===== config.mk =====
export PLATFORM = sky130hd
export DESIGN_NAME = fp_operand_screen
export DESIGN_NICKNAME = d
export VERILOG_FILES = /design/src/rtl/fos_pkg.sv /design/src/rtl/fos_classify.sv /design/src/rtl/fos_policy.sv /design/src/rtl/fp_operand_screen.sv
export SDC_FILE = /design/constraint.sdc
export NUM_CORES = 1
export LEC_CHECK = 0
export ABC_AREA = 1
export ABC_CLOCK_PERIOD_IN_PS = 4100
export BUFFER_PORTS_ARGS = -buffer_cell sky130_fd_sc_hd__buf_2
export CORE_MARGIN = 3
export CORE_UTILIZATION = 54
export CTS_BUF_LIST = sky130_fd_sc_hd__clkbuf_8
export DETAILED_ROUTE_END_ITERATION = 12
export PLACE_DENSITY_LB_ADDON = 0.08
export SYNTH_ARGS = -nofsm -noshare
export SYNTH_HDL_FRONTEND = slang
export SYNTH_SLANG_ARGS = --single-unit

===== constraint.sdc =====
create_clock -name clk -period 4.1 [get_ports clk]
set_input_delay 0.205 -clock clk [delete_from_list [all_inputs] [get_ports clk]]
set_output_delay 0.205 -clock clk [all_outputs]
set_load 0.01 [all_outputs]

===== src/rtl/fos_pkg.sv =====
// Package: shared types for the operand screen.
// Assumes a binary IEEE-754 layout of sign, biased exponent and fraction.
package fos_pkg;

    typedef enum logic [1:0] {
        POL_PLAIN = 2'b00,
        POL_CMP   = 2'b01,
        POL_SOFT  = 2'b10,
        POL_ALT   = 2'b11
    } policy_e;

    // Field classification of one operand
    typedef struct packed {
        logic exp_zero;   // biased exponent is all zeros
        logic exp_ones;   // biased exponent is all ones
        logic frac_nz;    // fraction field nonzero
        logic tiny_soft;  // denormal by the software-completion test
    } opclass_t;

    // Screening verdict for one operand
    typedef struct packed {
        logic trap;
        logic inv;
        logic swc;
    } verdict_t;

endpackage


===== src/rtl/fos_classify.sv =====
// Module: fos_classify
// Splits an operand into its fields and classifies it. Purely combinational.
// Assumes the sign is the MSB, the exponent sits above the fraction, and the
// fraction occupies the low FRAC_W bits.
// The TINY_ARITH parameter picks how the software-completion denormal test is built.
module fos_classify #(
    parameter int EXP_W      = 11,
    parameter int FRAC_W     = 52,
    parameter bit TINY_ARITH = 1'b1,
    localparam int DATA_W    = 1 + EXP_W + FRAC_W
) (
    input  logic [DATA_W-1:0] op,
    output fos_pkg::opclass_t cls
);
    localparam int MAG_W = EXP_W + FRAC_W;

    logic [EXP_W-1:0]  exp_f;
    logic [FRAC_W-1:0] frac_f;
    logic              tiny;

    // Field extraction and exponent and fraction tests
    always_comb begin
        exp_f        = op[DATA_W-2 -: EXP_W];
        frac_f       = op[FRAC_W-1:0];
        cls.exp_zero = (exp_f == '0);
        cls.exp_ones = (exp_f == '1);
        cls.frac_nz  = (frac_f != '0);
        cls.tiny_soft = tiny;
    end

    generate
        if (TINY_ARITH) begin : g_arith
            localparam logic [DATA_W-1:0] TINY_LIM = {{(DATA_W-FRAC_W-1){1'b0}}, {(FRAC_W+1){1'b1}}};
            logic [DATA_W-1:0] dbl_m1;
            // Doubling drops the sign; the wrap of zero minus one excludes zeros
            always_comb begin
                dbl_m1 = {op[DATA_W-2:0], 1'b0} - {{(DATA_W-1){1'b0}}, 1'b1};
                tiny   = (dbl_m1 < TINY_LIM);
            end
        end else begin : g_field
            // Direct field form of the same denormal test
            always_comb begin
                tiny = (op[MAG_W-1 -: EXP_W] == '0) && (op[FRAC_W-1:0] != '0);
            end
        end
    endgenerate

endmodule


===== src/rtl/fos_policy.sv =====
// Module: fos_policy
// Maps an operand class, a policy select and the flush control to a verdict.
// Purely combinational. The reserved policy code screens as plain.
module fos_policy (
    input  fos_pkg::opclass_t cls,
    input  logic [1:0]        mode,
    input  logic              ftz,
    output fos_pkg::verdict_t vd
);
    import fos_pkg::*;

    logic denorm;
    logic nan;
    policy_e pol;

    // Policy decision per operand class
    always_comb begin
        pol    = policy_e'(mode);
        denorm = cls.exp_zero & cls.frac_nz;
        nan    = cls.exp_ones & cls.frac_nz;
        vd     = '0;
        unique case (pol)
            POL_CMP: begin
                vd.trap = denorm | nan;
                vd.inv  = nan;
            end
            POL_SOFT: begin
                vd.trap = cls.tiny_soft & ~ftz;
                vd.swc  = cls.tiny_soft & ~ftz;
            end
            default: begin
                vd.trap = denorm | cls.exp_ones;
                vd.inv  = cls.exp_ones;
            end
        endcase
    end

endmodule


===== src/rtl/fp_operand_screen.sv =====
// Module: fp_operand_screen (top)
// Screens one IEEE operand per strobe and registers the verdict.
// The verdict appears as single-cycle pulses in the following cycle.
// A sticky invalid bit collects every verdict that raises the invalid flag.
// Assumes a synchronous active-low reset.
module fp_operand_screen #(
    parameter int EXP_W      = 11,
    parameter int FRAC_W     = 52,
    parameter bit TINY_ARITH = 1'b1,
    localparam int DATA_W    = 1 + EXP_W + FRAC_W
) (
    input  logic              clk,
    input  logic              rst_n,
    input  logic              chk_valid,
    input  logic [DATA_W-1:0] operand,
    input  logic [1:0]        mode,
    input  logic              ftz,
    output logic              trap_req,
    output logic              inv_flag,
    output logic              swc_qual,
    output logic              sticky_inv
);
    import fos_pkg::*;

    opclass_t cls;
    verdict_t vd;
    verdict_t vd_q;
    logic     sticky_q;

    fos_classify #(
        .EXP_W     (EXP_W),
        .FRAC_W    (FRAC_W),
        .TINY_ARITH(TINY_ARITH)
    ) u_cls (
        .op (operand),
        .cls(cls)
    );

    fos_policy u_pol (
        .cls (cls),
        .mode(mode),
        .ftz (ftz),
        .vd  (vd)
    );

    // Verdict register: a pulse only when an operand was presented
    always_ff @(posedge clk) begin
        if (!rst_n)         vd_q <= '0;
        else if (chk_valid) vd_q <= vd;
        else                vd_q <= '0;
    end

    // Sticky invalid accumulation, cleared only by reset
    always_ff @(posedge clk) begin
        if (!rst_n)                  sticky_q <= 1'b0;
        else if (chk_valid && vd.inv) sticky_q <= 1'b1;
    end

    // Output drive
    always_comb begin
        trap_req   = vd_q.trap;
        inv_flag   = vd_q.inv;
        swc_qual   = vd_q.swc;
        sticky_inv = sticky_q;
    end

endmodule


# --- Word level (Yosys, flattened, before mapping) ---
# Index checks and enable logic that the tools add are counted.
op_classes:
  bitwise_logic: 6
  reduce_logical: 5
  order_cmp: 1
  muxes: 2
  n_eq_ne: 3
  n_addsub: 1
ops:
  columns: ["op", "count"]
  rows:
  - ["$lt 64x53->1 const B", 1]
  - ["$sub 64x1->64 const B", 1]
  - ["$reduce_bool 52->1", 1]
  - ["$eq 11x11->1 const B", 1]
  - ["$logic_not 11->1", 1]
  - ["$pmux 1 s2", 2]
  - ["$and 1x1->1", 3]
  - ["$reduce_and 3->1", 1]
  - ["$eq 2x1->1 const B", 1]
  - ["$eq 2x2->1 const B", 1]
  - ["$or 1x1->1", 2]
  - ["$reduce_and 2->1", 1]
  - ["$logic_and 1x1->1", 1]
  - ["$not 1->1", 1]
totals:
  output_inout_bits: 4
  register_bits: 4
  elab_cells: 22
  in_bits: 70

# --- Logic depth before layout (Yosys ltp) ---
# Gate-level depths: netlist of the first run.
logic_depth:
  depth_word: 4
  ltp_mapped: 17
  mapped_depth_nobuf: 17

# --- Cells and area by module ---
# Synthesis of the first run repeated with hierarchy kept, for this count alone.
unflattened:
  cells_unflattened: 583
  area_unflattened_um2: 2685.1
modules_own_cells:
  columns: ["mod", "area_each_um2", "cells_each", "seq_area_each_um2", "instances"]
  rows:
  - ["fos_classify", 2481.1, 552, 0.0, 1]
  - ["fp_operand_screen", 115.1, 13, 80.1, 1]
  - ["fos_policy", 88.8, 18, 0.0, 1]

# --- Worst setup path before layout of the first run ---
# OpenSTA, ideal clock, no wires.
synth_path:
  path_type: "in2reg"
  startpoint: "input operand[0]"
  endpoint: "register vd_q (netlist bit trap_req)"
  setup_time_ns: 0.114
  required_ns: 3.986
  path_buffers: 1
  path_stages: 16
  arrival_ns: 1.651
  slack_ns: 2.336
  path_cell_list: "inv_1 ha_1 nand2_4 nor2_4 buf_6 nand2_4 nor2_4 nand3_1 nand2_1 nand2_1 nor2_1 nand3_1 nor2_1 nand3_1 nand2_1 nand2_1"
synth_between:
  elab_chain_cells: 4
  word_cells_on_any_way: 9
  classes_between: "add/sub (1); order compare (1); mux (1); bitwise (5); reduce/logical (1)"
synth_lines:
  columns: ["item", "line", "rtl"]
  rows:
  - ["start, declared", "fp_operand_screen.sv:15", "input logic [DATA_W-1:0] operand,"]
  - ["$sub 64x1->64 or $reduce_bool 52->1 (tied branches)", "fos_classify.sv:37, fos_classify.sv:27", null]
  - ["$lt 64x53->1 (tied with other cells)", "fos_classify.sv:38", "tiny = (dbl_m1 < TINY_LIM);"]
  - ["$and 1x1->1 (tied with other cells)", "fos_policy.sv:28", "vd.trap = cls.tiny_soft & ~ftz;"]
  - ["$pmux 1 s2 *", "fos_policy.sv:22", "unique case (pol)"]
  - ["end signal, assigned", "fp_operand_screen.sv:49", "else if (chk_valid) vd_q <= vd;"]
  - ["end, declared", "fp_operand_screen.sv:27", "verdict_t vd_q;"]
# Every way passes the cells marked *; elsewhere a longest branch is shown, timed or not.
# A chain may end at the register's enable or synchronous reset.

# --- Worst setup path after layout of the first run ---
# Same ends and word-level chain as after synthesis.

==> results of run 1 <==
==> worst max-delay path by stage <==
stage               startpoint                  end  slack, ns  depth (start not counted)
floorplan           operand[0]  trap_req$_SDFF_PN0_       2.34                         16
global placement    operand[0]  trap_req$_SDFF_PN0_       1.82                         16
detailed placement  operand[0]  trap_req$_SDFF_PN0_       1.76                         18
CTS                 operand[0]  trap_req$_SDFF_PN0_       1.99                         18
global route        operand[0]  trap_req$_SDFF_PN0_       1.73                         18
finish              operand[0]  trap_req$_SDFF_PN0_       1.98                         18
==> routing by layer <==
metal / global-route usage [%] / routed length, um / vias to the layer above
met5: 0 / 0 / -
met4: 9.25 / 239 / 0
met3: 3.17 / 405 / 24
met2: 51.4 / 4140 / 134
met1: 36.7 / 3900 / 1643
li1: - / - / 1965
==> kinds of logic (layout without fill, tap and decap cells) <==
kind of cell,count (synthesis),count (layout),share of synthesized area [%]
fa+ha+maj,4,4,1.83
xor+xnor,8,8,2.56
flops,4,4,2.93
compound gates,19,19,4.30
buf+inv,93,167,13.0
simple gates,459,459,75.3
==> flip-flops by register name, indices dropped and copies added, names as in the netlist <==
name / count
inv_flag: 1
trap_req: 1
sticky_inv: 1
swc_qual: 1
==> stage by stage <==
| step | instances | utilization [%] | hold slack, ns |
|---|---|---|---|
| 4_1_cts | 728 | 66.6 | 0.236 |
| 6_report | 728 | 66.6 | 0.238 |
| 2_1_floorplan | 587 | - | 0.320 |
| 5_1_grt | 728 | 66.6 | 0.235 |
| 3_5_place_dp | 725 | 65.7 | 0.436 |
| 3_3_place_gp | 725 | 65.7 | 0.429 |
==> final cells by class <==
cell class / instances / area [um^2] / share of cell area, %
flip-flops and latches: 4 / 80.1 / 2.50
multi-input cells: 490 / 2300 / 71.6
repair buffers: 72 / 360 / 11.2
clock buffers: 3 / 41.3 / 1.29
inverters: 92 / 345 / 10.8
well taps: 67 / 83.8 / 2.61
==> power breakdown <==
part           total, uW  internal [uW]  leakage (uW)  switching, uW
Sequential          39.2           39.2     0.0000322        0.00191
Clock               82.1           62.5     0.0000216           19.6
Combinational        168           61.1       0.00162            107
Total                290            163       0.00167            127
==> cells in the mapped netlist, drive strengths merged <==
cell	count	area share [%]
a21o	1	0.27
a21oi	4	0.73
and2	1	0.23
buf	1	0.41
clkinv	1	0.14
dfxtp	4	2.9
ha	4	1.8
inv	91	12
nand2	210	31
nand3	55	10
nand3b	3	0.82
nand4	16	3.7
nor2	166	28
nor3	8	1.6
o211ai	2	0.55
o21ai	8	1.6
o21bai	3	0.82
o41ai	1	0.32
xnor2	3	0.96
xor2	5	1.6
==> metrics.cfg, run 1 <==
[min_path]
worstHoldEndpoint=sticky_inv$_SDFFE_PN0P_
min_path_cells=2
hp-class=input pin to register
hold_start=rst_n

[global_route]
grt_max_degree=13
overflow=0
grt_pass1_vias=3426
antenna_found_initial=0
gr-usage-all-layers_pct=29.2
grt_pass1_wl_um=14600

[run]
drv_cap=0

[worst_setup_path]
r2r-end=sticky_inv$_SDFFE_PN0P_
cpPeakStageDelay_ns=0.33
criticalPathCategory=input pin to register
arrival_ns=2.23
reg2reg_from=sticky_inv$_SDFFE_PN0P_
start_kind=input pin
cp_top_family=simple AND/OR/NAND/NOR gates
end_kind=register
ff2ff_setup_slack_ns=3.56
worstPathRequired_ns=4.21
cp_slowest_cell=nor2_4
worstRegToRegCells=1
path_cells=buf_2 -> inv_1 -> ha_1 -> nand2_4 -> nor2_4 -> nand2_2 -> nor2_2 -> nand2_1 -> nand2_1 -> nand2_1 -> nor2_1 -> nand2_1 -> inv_1 -> nand2_1 -> nor2_1 -> nand3_1 -> nand2_1 -> nand2_1
worst-path-buf-inv=3
worstPathMaxFanout=12
critPathMostFrequentCell=nand2_1

[layout]
stdcell_area_mm2=0.00321
layout_commonest_cell=nand2_1
nNetsFinal=737
drive_gt1_share_pct=18.0
area_growth_syn_to_layout_pct=17.3
n_fill_cell=556
antenna_cells=0
most-common-layout-cells=196 x nand2_1, 142 x nor2_1, 87 x inv_1

[floorplanning]
start_util_pct=56.8
num_io_pins=74
rows=25
die-area_mm2=0.00595
core_mm2=0.00482
die_w_um=77.2
die_y_um=77.2

[placed_design]
pre_cts_ws_ns=1.76
portBuffers=72
place_area_mm2=0.00317
hpwl_um=7590
gp_congestion=0.942

[drt]
routedWlPerCell_um=11.9
drtPass1Iterations=5
drc=0
final_antenna_net_count=0
drt_wl_total_um=8680
via_per_inst=5.17
drtIter0Drc=214
vias=3766

[timing]
slew_violations=0
slew_headroom_pct=72.2
setup_tns_ns=0
tightest_slew_ns=0.416
max_freq_mhz=471
setup_slack_ns=1.98
period_share_pct=51.7
rsz0062_at_grt=no
finClkSkew_ns=0
setup_viol=0
period_needed_ns=2.12
final_hold_viol_count=0

[yosys]
synth.avg_cell_area_um2=4.66
synth_fp_nets=661
yosys.cell_types.count=29
syn_area_mm2=0.00273
yosysWarnings=0
synth_seq_cells=4
ys_seq_area_share_pct=2.93
synthCells=587

[pwr]
p_leak_uw=0.00167
ir_drop_uv=138
power.density_mw_per_mm2=90.2
power.total_uw=290

[clock_network]
clockRootBuffer=clkbuf_8
clkSinkCount=4
cts_tree=done
numCtsBuffers=3
clock_latency_ns=0.21
ctsResizeCount=0
clk_pin_slew_ns=0.03
postCtsHoldBufs=0
cts_setup_buffers=0
h-tree-depth=1
clockBufferDepth=2

[status]
status=finished clean

(Power assumes the default switching activity.)
==> inputs of run 2 (changes only) <==
Settings changed: ABC_AREA 1 to 0, ABC_CLOCK_PERIOD_IN_PS 4100 to 2000, CORE_UTILIZATION 54 to 51.
Clock period 4.1 ns to 2 ns, I/O delays scaled along.
==> run 2 against run 1 <==
Against the previous run:
- the flow now stops in clock tree synthesis (4_1_cts)
- synthesized area is 33% lower
- synthesized cell count fell by 54%
==> metrics.cfg, run 2 <==
[status]
status=aborted with a tool error
failed_stage=clock tree synthesis (4_1_cts)
stop_error=[ERROR DPL-0033] detailed placement checks failed during check placement.

[clock_network]
clockBufferDepth=2
cts_setup_buffers=5
h-tree-depth=1
clkSinkCount=4
clockRootBuffer=clkbuf_8
ctsResizeCount=32
numCtsBuffers=3
postCtsHoldBufs=0

[yosys]
syn_area_mm2=0.00182
synth.most_common_cell=nor4_1
async_flop_share_pct=0
synth_seq_cells=4
ys_seq_area_share_pct=4.40
synth_fp_nets=345
synthTopCellsByCount=24 x nor4_1, 20 x nor2_1, 18 x nor3_1
synth.area.top_cells=nor4_1 8.2%, or3_1 5.5%, nor3_1 4.9%
synth.largest_area_cell=nor4_1
yosysWarnings=0
synth.top_cell.area_share_pct=8.24
synth_edf_count=0
synthCells=271
yosys.cell_types.count=62
synth_flop_cell=dfxtp_1
synth.avg_cell_area_um2=6.72

[floorplanning]
num_io_pins=74
die_y_um=65.8
die_w_um=65.8
start_util_pct=53.7
rows=21

[placed_design]
portBuffers=72
gp_congestion=0.932
hpwl_um=6890

run 2: changes by cell type after synthesis, sizes merged, moves of 6 or more:
cell    before  now
nand3       55   14
nor3         8   19
or4          0   12
or3          0   16
nor4b        0    6
inv         91    7
nand2      210   15
nor2       166   20
nor4         0   28
a21oi        4   16
clkbuf       0    9
or2          0    7
run 2: cell families after synthesis:
family | Yosys count | synth area share [%]
compound gates | 67 | 26.6
flops | 4 | 4.40
mux | 4 | 2.34
buf+inv | 20 | 4.67
xor+xnor | 9 | 4.33
simple gates | 163 | 54.9
fa+ha+maj | 4 | 2.75
run 2: through the flow:
| stage | setup TNS (ns) | std cells | area [um^2] | worst slack, ns | util, % |
|---|---|---|---|---|---|
| after global placement | -2.22 | 493 | 3090 | -0.991 | 91.1 |
| after detailed placement | -2.44 | 493 | 3090 | -1.09 | 91.1 |
| after floorplan | -1.62 | 271 | 1860 | -0.913 | - |
==> inputs of run 3 (changes only) <==
Settings changed: CORE_UTILIZATION 51 to 39, CTS_BUF_LIST sky130_fd_sc_hd__clkbuf_8 to not set, PLACE_DENSITY_LB_ADDON 0.08 to 0.15.
==> run 3 against run 2 <==
Against the previous run:
- the flow now finishes, with violations (negative setup slack)
- synthesized area is the same
- synthesized cell count did not move
==> metrics.cfg, run 3 <==
[yosys]
yosys.cell_types.count=62
synth_flop_cell=dfxtp_1
yosysWarnings=0
synth.area.top_cells=nor4_1 8.2%, or3_1 5.5%, nor3_1 4.9%
syn_area_mm2=0.00182
synth_seq_cells=4
synth_fp_nets=345
ys_seq_area_share_pct=4.40
async_flop_share_pct=0
synth_edf_count=0
synth.largest_area_cell=nor4_1
synth.top_cell.area_share_pct=8.24
synthTopCellsByCount=24 x nor4_1, 20 x nor2_1, 18 x nor3_1
synthCells=271
synth.most_common_cell=nor4_1
synth.avg_cell_area_um2=6.72

[timing]
slew_headroom_pct=69.0
slew_violations=0
holdWs_ns=0.115
setup_slack_ns=-0.674
max_freq_mhz=374
setup_viol=2
final_hold_viol_count=0
period_share_pct=134
finClkSkew_ns=0
tightest_slew_ns=0.461
period_needed_ns=2.67
rsz0062_at_grt=yes

[clock_network]
clkSinkCount=4
h-tree-depth=1
clockRootBuffer=clkbuf_8
clock_latency_ns=0.22
clk_pin_slew_ns=0.03
clockBufferDepth=2
cts_tree=done
postCtsHoldBufs=0
numCtsBuffers=3

[min_path]
min_path_cells=2
hp-class=input pin to register
worstHoldEndpoint=sticky_inv$_SDFFE_PN0P_
hold_start=rst_n

[worst_setup_path]
criticalPathCategory=input pin to register
worstRegToRegCells=1
r2r-end=sticky_inv$_SDFFE_PN0P_
start_kind=input pin
cpPeakStageDelay_ns=0.50
worstPathRequired_ns=2.11
worstPathMaxFanout=4
reg2reg_from=sticky_inv$_SDFFE_PN0P_
end_kind=register
critPathMostFrequentCell=nor4_4
path_cells=buf_12 -> inv_12 -> ha_4 -> or4b_4 -> or3_4 -> nor4_4 -> a21oi_1 -> or4_4 -> nor4_4 -> a41oi_2 -> or2_1
ff2ff_setup_slack_ns=1.44
cp_slowest_cell=or4_4
arrival_ns=2.78

[pwr]
power.density_mw_per_mm2=202
p_leak_uw=0.00138
ir_drop_uv=283

[drt]
m1WireLength_um=3240
drtIter0Drc=233
via_per_inst=5.91
wl_met3_um=486
drtPass1Iterations=5
vias=2984
final_antenna_net_count=0
drc=0
wl_met2_um=3470
route.top_layer_used=met4
drt_wl_total_um=7280
routedWlPerCell_um=14.4

[floorplanning]
start_util_pct=41.0
num_io_pins=74
die_w_um=74.3
rows=24
core_mm2=0.00444
die-area_mm2=0.00553
die_y_um=74.3

[placed_design]
dp_cells=501
gp_congestion=0.895
hpwl_um=6080
pre_cts_ws_ns=-1.06
place_area_mm2=0.00311
portBuffers=72

[layout]
antenna_cells=0
nNetsFinal=529
stdcell_area_mm2=0.00328
area_growth_syn_to_layout_pct=80.3
layout_commonest_cell=buf_4
drive_gt1_share_pct=51.0
utilization_pct=73.9
most-common-layout-cells=119 x buf_4, 68 x buf_2, 24 x nor4_1
final_cell_count_no_fill=505

[global_route]
overflow=0
antenna_found_initial=0
gr-usage-all-layers_pct=26.4
grt_pass1_wl_um=11900
grt_pass1_vias=2629
grt_max_degree=11

[status]
status=finished with violations
violations=negative setup slack

[run]
drv_cap=0

run 3: cell counts after synthesis:
No cell type changed its count.
run 3: critical path: cells and delay by family:
kind                       cells  cell delay (ns)
buffers and inverters          2             0.15
adders and majority gates      1             0.11
AOI/OAI and AO/OA              2             0.27
and+or+nand+nor                6             2.14
run 3: metrics by stage:
| stage | total power (uW) | setup TNS (ns) |
|---|---|---|
| floorplan | 204 | -1.62 |
| global placement | 459 | -2.41 |
| detailed placement | 464 | -2.52 |
| CTS | 647 | -1.21 |
| global route | 709 | -1.49 |
| finish | 662 | -1.13 |
run 3: worst max path at each step:
stage	startpoint	endpoint	slack, ns	cells past startpoint
floorplan	operand[0]	trap_req$_SDFF_PN0_	-0.91	12
global placement	operand[0]	trap_req$_SDFF_PN0_	-1.00	12
detailed placement	operand[0]	trap_req$_SDFF_PN0_	-1.06	11
CTS	operand[0]	trap_req$_SDFF_PN0_	-0.72	12
global route	operand[0]	trap_req$_SDFF_PN0_	-0.82	11
finish	operand[0]	trap_req$_SDFF_PN0_	-0.67	11
run 3: what timing repair did:
action                                  4_1_cts  5_1_grt
pin swaps                                     6        3
endpoints found under the hold margin         0        0
resized for setup                            12       14
setup buffers                                 0        1
endpoints found under the setup margin        4        3
run 3: cell families (layout without fill, tap and decap cells):
family	Yosys count	after routing	share of synthesized area (%)
and+or+nand+nor	163	163	54.9
AOI/OAI and AO/OA	67	67	26.6
buffers and inverters	20	202	4.67
xor gates and xnor gates	9	9	4.33
adders and majority gates	4	4	2.75
muxes	4	4	2.34
DFF	4	4	4.40
run 3: power by group:
group / total (uW) / leakage (uW) / switching (uW) / internal, uW
sequential: 80.4 / 0.0000322 / 0.00575 / 80.4
clock: 174 / 0.0000216 / 45.5 / 129
combinational: 407 / 0.00133 / 191 / 217
run 3: final cells by class:
class                   instances  area (um^2)
inverters                       7         43.8
clock buffers                   3         41.3
flip-flops and latches          4         80.1
well taps                      52         65.1
repair buffers                192         1300
fillers                       377         1160
multi-input cells             247         1760
run 3: per-layer routing:
metal,up-vias,GRT usage (%)
met5,-,0
met4,0,4.94
met3,11,1.89
met2,128,43.3
met1,1368,38.1
li1,1477,-
